$ cat config.mk
export PLATFORM = sky130hd
export DESIGN_NAME = lvds_px_serializer
export DESIGN_NICKNAME = d
export VERILOG_FILES = /design/src/rtl/lvds_ser_pkg.sv /design/src/rtl/lvds_slot_timer.sv /design/src/rtl/lvds_lane_mapper.sv /design/src/rtl/lvds_lane_shifter.sv /design/src/rtl/lvds_px_serializer.sv
export SDC_FILE = /design/constraint.sdc
export NUM_CORES = 1
export LEC_CHECK = 0
export CORE_MARGIN = 5
export CORE_UTILIZATION = 45
export CTS_CLUSTER_SIZE = 40
export DETAILED_ROUTE_END_ITERATION = 16
export PLACE_DENSITY = 0.8
export SLEW_MARGIN = 25
export SYNTH_ARGS = -nofsm -noshare
export SYNTH_HDL_FRONTEND = slang
export SYNTH_SLANG_ARGS = --single-unit
$ cat constraint.sdc
create_clock -name clk -period 2.7 [get_ports clk]
set_clock_uncertainty 0.1 [all_clocks]
set_input_delay 0.675 -clock clk [delete_from_list [all_inputs] [get_ports clk]]
set_output_delay 0.675 -clock clk [all_outputs]
set_load 0.02 [all_outputs]
$ cat src/rtl/lvds_ser_pkg.sv
package lvds_ser_pkg;

    localparam int SLOTS     = 7;
    localparam int LANES     = 4;
    localparam int COMP_W    = 8;
    localparam int CORE_W    = 6;
    localparam int EXT_W     = COMP_W - CORE_W;
    localparam int CTL_W     = 4;
    localparam int SLOT_W    = $clog2(SLOTS);
    localparam int CLK_FALL  = 2;
    localparam int CLK_RISE  = 5;

    localparam logic [SLOT_W-1:0] LAST_SLOT = SLOT_W'(SLOTS - 1);

    typedef enum logic [1:0] {
        MAP_NARROW  = 2'd0,
        MAP_WIDE_LO = 2'd1,
        MAP_WIDE_HI = 2'd2,
        MAP_RSVD    = 2'd3
    } map_mode_e;

    typedef struct packed {
        logic [COMP_W-1:0] r;
        logic [COMP_W-1:0] g;
        logic [COMP_W-1:0] b;
        logic [CTL_W-1:0]  ctl;
    } pixel_t;

    typedef logic [SLOTS-1:0] slot_word_t;

    function automatic logic clk_level(input logic [SLOT_W-1:0] s);
        return (int'(s) < CLK_FALL) || (int'(s) >= CLK_RISE);
    endfunction

    function automatic logic uses_fourth_lane(input map_mode_e m);
        return (m == MAP_WIDE_LO) || (m == MAP_WIDE_HI);
    endfunction

    // Low six bits in the high-on-lane-3 mapping, top six otherwise.
    function automatic logic [CORE_W-1:0] core_bits(input map_mode_e m, input logic [COMP_W-1:0] c);
        return (m == MAP_WIDE_HI) ? c[CORE_W-1:0] : c[COMP_W-1:EXT_W];
    endfunction

    function automatic logic [EXT_W-1:0] ext_bits(input map_mode_e m, input logic [COMP_W-1:0] c);
        return (m == MAP_WIDE_HI) ? c[COMP_W-1:CORE_W] : c[EXT_W-1:0];
    endfunction

    // Word for one lane; bit k is the value sent in slot k.
    function automatic slot_word_t lane_word(input map_mode_e m, input pixel_t p, input int lane);
        slot_word_t        w;
        logic [CORE_W-1:0] r6, g6, b6;
        logic [EXT_W-1:0]  r2, g2, b2;
        r6 = core_bits(m, p.r);
        g6 = core_bits(m, p.g);
        b6 = core_bits(m, p.b);
        r2 = ext_bits(m, p.r);
        g2 = ext_bits(m, p.g);
        b2 = ext_bits(m, p.b);
        w  = '0;
        case (lane)
            0: begin
                w[0] = g6[0];
                for (int k = 1; k < SLOTS; k++) w[k] = r6[SLOTS-1-k];
            end
            1: begin
                w[0] = b6[1];
                w[1] = b6[0];
                for (int k = 2; k < SLOTS; k++) w[k] = g6[SLOTS-k];
            end
            2: begin
                for (int k = 0; k < 3; k++) w[k] = p.ctl[2-k];
                for (int k = 3; k < SLOTS; k++) w[k] = b6[SLOTS+1-k];
            end
            default: begin
                if (uses_fourth_lane(m))
                    w = {r2[0], r2[1], g2[0], g2[1], b2[0], b2[1], p.ctl[3]};
            end
        endcase
        return w;
    endfunction

endpackage

$ cat src/rtl/lvds_slot_timer.sv
module lvds_slot_timer
    import lvds_ser_pkg::*;
(
    input  logic              clk,
    input  logic              rst,
    input  logic              px_strobe,
    output logic              load,
    output logic [SLOT_W-1:0] slot_nxt,
    output logic [SLOT_W-1:0] slot_q,
    output logic              lane_clk,
    output logic              misalign
);

    logic armed_q;

    assign load = px_strobe;

    always_comb begin
        if (px_strobe || slot_q == LAST_SLOT)
            slot_nxt = '0;
        else
            slot_nxt = slot_q + SLOT_W'(1);
    end

    always_ff @(posedge clk) begin
        if (rst) begin
            slot_q   <= '0;
            lane_clk <= 1'b1;
            armed_q  <= 1'b0;
            misalign <= 1'b0;
        end else begin
            slot_q   <= slot_nxt;
            lane_clk <= clk_level(slot_nxt);
            if (px_strobe) armed_q <= 1'b1;
            if (px_strobe && armed_q && slot_q != LAST_SLOT) misalign <= 1'b1;
        end
    end

    assert_reset_state_R9: assert property (@(posedge clk)
        rst |=> (slot_q == '0 && lane_clk && !misalign));

    assert_strobe_slot0_R1: assert property (@(posedge clk) disable iff (rst)
        px_strobe |=> (slot_q == '0 && lane_clk));

    assert_wrap_R7: assert property (@(posedge clk) disable iff (rst)
        (!px_strobe && slot_q == LAST_SLOT) |=> slot_q == '0);

    assert_clk_fall_R2: assert property (@(posedge clk) disable iff (rst)
        (!px_strobe && slot_q == SLOT_W'(CLK_FALL - 1)) |=> !lane_clk);

    assert_clk_rise_R2: assert property (@(posedge clk) disable iff (rst)
        (!px_strobe && slot_q == SLOT_W'(CLK_RISE - 1)) |=> lane_clk);

    assert_sticky_flag_R8: assert property (@(posedge clk) disable iff (rst)
        misalign |=> misalign);

endmodule

$ cat src/rtl/lvds_lane_mapper.sv
module lvds_lane_mapper
    import lvds_ser_pkg::*;
(
    input  map_mode_e  mode,
    input  pixel_t     pix,
    output slot_word_t words [LANES]
);

    for (genvar i = 0; i < LANES; i++) begin : g_lane
        assign words[i] = lane_word(mode, pix, i);
    end

endmodule

$ cat src/rtl/lvds_lane_shifter.sv
module lvds_lane_shifter
    import lvds_ser_pkg::*;
(
    input  logic              clk,
    input  logic              rst,
    input  logic              load,
    input  slot_word_t        new_word,
    input  logic [SLOT_W-1:0] slot_nxt,
    output logic              dout
);

    slot_word_t held_q;

    always_ff @(posedge clk) begin
        if (rst) begin
            held_q <= '0;
            dout   <= 1'b0;
        end else if (load) begin
            held_q <= new_word;
            dout   <= new_word[slot_nxt];
        end else begin
            dout   <= held_q[slot_nxt];
        end
    end

    assert_lane_reset_R9: assert property (@(posedge clk)
        rst |=> !dout);

    assert_load_first_slot_R1: assert property (@(posedge clk) disable iff (rst)
        load |=> dout == $past(new_word[0]));

endmodule

$ cat src/rtl/lvds_px_serializer.sv
module lvds_px_serializer
    import lvds_ser_pkg::*;
(
    input  logic       clk,
    input  logic       rst,
    input  logic       px_strobe,
    input  logic [1:0] map_mode,
    input  logic [7:0] red,
    input  logic [7:0] green,
    input  logic [7:0] blue,
    input  logic [3:0] ctl,
    output logic [3:0] lane_data,
    output logic       lane_clk,
    output logic       misalign
);

    logic              load;
    logic [SLOT_W-1:0] slot_nxt;
    logic [SLOT_W-1:0] slot_q;
    pixel_t            pix_in;
    slot_word_t        words [LANES];
    map_mode_e         mode_q;

    assign pix_in = '{r: red, g: green, b: blue, ctl: ctl};

    lvds_slot_timer u_timer (
        .clk      (clk),
        .rst      (rst),
        .px_strobe(px_strobe),
        .load     (load),
        .slot_nxt (slot_nxt),
        .slot_q   (slot_q),
        .lane_clk (lane_clk),
        .misalign (misalign)
    );

    lvds_lane_mapper u_map (
        .mode (map_mode_e'(map_mode)),
        .pix  (pix_in),
        .words(words)
    );

    for (genvar i = 0; i < LANES; i++) begin : g_shift
        lvds_lane_shifter u_shift (
            .clk     (clk),
            .rst     (rst),
            .load    (load),
            .new_word(words[i]),
            .slot_nxt(slot_nxt),
            .dout    (lane_data[i])
        );
    end

    // Mode seen by the pixel on the wire; kept for the lane-3 idle check.
    always_ff @(posedge clk) begin
        if (rst)       mode_q <= MAP_NARROW;
        else if (load) mode_q <= map_mode_e'(map_mode);
    end

    assert_narrow_lane3_idle_R3: assert property (@(posedge clk) disable iff (rst)
        !uses_fourth_lane(mode_q) |-> !lane_data[LANES-1]);

    assert_slot_range_R7: assert property (@(posedge clk) disable iff (rst)
        slot_q <= LAST_SLOT);

endmodule

==> impl_metrics.tcl <==
set metrics [dict create \
    cts_root_buf "clkbuf_8" \
    top_usage_layer "met2" \
    io_pins 39 \
    max_slew_margin_pct 68.1 \
    die_y_um 76.7 \
    comb_power_share_pct 20.5 \
    grt_setup_unrepaired "false" \
    drtIter0Drc 125 \
    globalRouteTotalUtil_pct 16.3 \
    cts_buffer_depth 2 \
    outcome "complete, no violations" \
    cts.clk_slew.worst_paths_ns 0.07 \
    critPathRequiredTime_ns 2.77 \
    synth.distinct_cells 33 \
    peakVddDrop_uv 291 \
    hold_start "g_shift[1].u_shift.held_q[0]" \
    crit_arrival_ns 2.32 \
    slew_viol_final 0 \
    rows 24 \
    drv_cap 0 \
    drive_gt1_share_pct 12.7 \
    critPathMaxFanout 13 \
    ys_warn_count 0 \
    cts_setup_buffers 0 \
    pwr-share-seq_pct 50.3 \
    rr_startpoint "u_timer.slot_q[0]" \
    antenna_found_initial 0 \
    fmax_mhz 444 \
    postCtsResizedCells 0 \
    r2r_end "g_shift[3].u_shift.dout" \
    clockPowerShare_pct 29.2 \
    grt_max_degree 37 \
    timing.final.hold_violations 0 \
    die-area_um2 5880 \
    hold_end "g_shift[1].u_shift.held_q[0]" \
    p_sw_share_pct 25.8 \
    hold_buffers 0 \
    synth-seq-cells 38 \
    postRouteAntennaNets 0 \
    cts_made_buffers 5 \
    min_path_type "register to register" \
    place_inst 296 \
    io_buffers 38 \
    htreeDepth 2 \
    period_share_pct 83.3 \
    period_needed_ns 2.25 \
    path_class "register to register" \
    wl_per_cell_um 15.4 \
    via_per_inst 5.53 \
    dr.pass1.iters 5 \
    setup_tns_ns 0 \
    area_delta_synth_final_pct 24.0 \
    worst_slew_pin_slew_ns 0.479 \
    avgSynthCellArea_um2 9.05 \
    p_leak_nw 0.963 \
    grt_pass1_vias 1591 \
    met2_usage_pct 24.8 \
    r2r_cells 6 \
    grtUsageMet1_pct 22.2 \
    use_met3_pct 3.40 \
    diodes 0 \
    via_count 1675 \
    drt-total-wl_um 4680 \
    grt.overflow.total 0 \
    die_w_um 76.7 \
    final-instance-count-excl-fill 303 \
    place_hpwl_um 3460 \
    syn-num-nets 257 \
    p_sw_mw 0.316 \
    hold_depth 1 \
    drc 0 \
    syn_inst 221 \
    nFillCells 398 \
    cellInternalPower_mw 0.908 \
    p_per_area_nw_per_um2 494 \
    synth_flop_cell "dfxtp_1" \
    finalSetupViolations 0 \
    cts_tree "done" \
    clk_latency_ns 0.28 \
    gp_congestion 0.825 \
    clock-sinks 38 \
    synth-edff-count 0 \
    fin_nets 287 \
    reg2reg_slack_ns 0.45 \
    end_kind "register" \
    seq_area_frac_synth_pct 38.0 \
    syn_area_um2 2000 \
    async_flop_share_pct 0 \
    core_area_um2 4320 \
    crit_path_start_kind "register" \
    start_util_pct 46.3 \
    grt_pass1_wl_um 7850 \
]
worst max-delay path by stage:
stage | start | end | slack (ns)
final | u_timer.slot_q[0] | g_shift[3].u_shift.dout | 0.45
after global routing | u_timer.slot_q[0] | g_shift[3].u_shift.dout | 0.32
after CTS | u_timer.slot_q[0] | g_shift[3].u_shift.dout | 0.48
after detailed placement | map_mode[1] | g_shift[1].u_shift.dout | 0.21
after global placement | map_mode[1] | g_shift[0].u_shift.dout | 0.26
after floorplan | u_timer.slot_q[0] | g_shift[2].u_shift.dout | 0.43
flip-flops by register name, indices dropped and copies added (netlist names):
signal,cells
g_shift.u_shift.dout,4
g_shift.u_shift.held_q,28
u_timer.armed_q,1
u_timer.lane_clk,1
u_timer.misalign,1
u_timer.slot_q,3
synth_stat cells (2+ instances only):
cell type / instances / area (um2)
dfxtp_1: 38 / 761
nor2_1: 38 / 143
mux2i_1: 20 / 200
a211oi_1: 18 / 135
a21oi_1: 14 / 70.1
mux2_2: 14 / 158
buf_2: 8 / 40.0
nor2b_1: 8 / 50.1
buf_4: 7 / 52.6
clkbuf_1: 5 / 18.8
inv_1: 5 / 18.8
nand2_1: 5 / 18.8
and3_1: 4 / 25.0
buf_1: 3 / 11.3
ha_1: 3 / 37.5
nand2b_1: 3 / 18.8
nor3_1: 3 / 15.0
o22ai_1: 3 / 18.8
mux2_1: 2 / 22.5
nor3b_1: 2 / 15.0
o21a_1: 2 / 15.0
o31a_1: 2 / 17.5
o32ai_1: 2 / 17.5
o41a_1: 2 / 22.5
o41ai_1: 2 / 17.5
metrics by stage:
stage / hold slack [ns] / cell area (um2) / util, % / setup slack [ns] / power [mW]
6_report: 0.359 / 2480 / 57.3 / 0.450 / 1.22
5_1_grt: 0.389 / 2480 / 57.3 / 0.322 / 1.29
4_1_cts: 0.360 / 2480 / 57.3 / 0.481 / 1.23
3_5_place_dp: 0.342 / 2400 / 55.6 / 0.212 / 0.877
3_3_place_gp: 0.338 / 2400 / 55.6 / 0.255 / 0.872
2_1_floorplan: 0.328 / 2000 / - / 0.427 / 0.779
layout make-up:
type / instances / area, um2 / area share, %
flip-flops and latches: 38 / 761 / 30.7
repair buffers: 46 / 460 / 18.6
multi-input cells: 155 / 1100 / 44.3
well taps: 52 / 65.1 / 2.62
clock buffers: 7 / 76.3 / 3.08
inverters: 5 / 18.8 / 0.757
placed cells by master (no fill, tap or decap), drive strengths merged, types with 4 or more instances in the layout:
cell type,count
a211oi,19
a21oi,14
and3,4
buf,9
clkbuf,7
clkdlybuf4s50,37
dfxtp,38
inv,5
mux2,16
mux2i,20
nand2,5
nor2,38
nor2b,8
logic make-up (layout without fill, tap and decap cells):
group / Yosys count / in the layout / synth area share (%)
muxes: 36 / 36 / 19.0
DFF: 38 / 38 / 38.0
AOI/OAI and AO/OA: 51 / 51 / 18.6
buffers and inverters: 28 / 58 / 7.07
and+or+nand+nor: 65 / 65 / 15.4
adders and majority gates: 3 / 3 / 1.88
power by group through the flow:
stage / Sequential (mW) / Combinational (mW) / Clock [mW]
after floorplan: 0.623 / 0.156 / 0
after global placement: 0.626 / 0.246 / 0
after detailed placement: 0.627 / 0.250 / 0
after CTS: 0.615 / 0.251 / 0.367
after global routing: 0.619 / 0.273 / 0.399
final: 0.616 / 0.251 / 0.357
metal layers:
layer	routed length, um	part of all wire, %	vias up
li1	-	-	843
met1	2160	46	777
met2	2170	46	44
met3	212	4.5	11
met4	130	2.8	0
met5	0	0	-
worst max-delay path, stage by stage, from the launching register on:
cell and delay [ns]:
dfxtp_1 0.34, inv_1 0.05, ha_1 0.49, nand2b_1 0.39, o32ai_1 0.29, nor3_1 0.07
o41a_1 0.41
(Power assumes the default switching activity.)
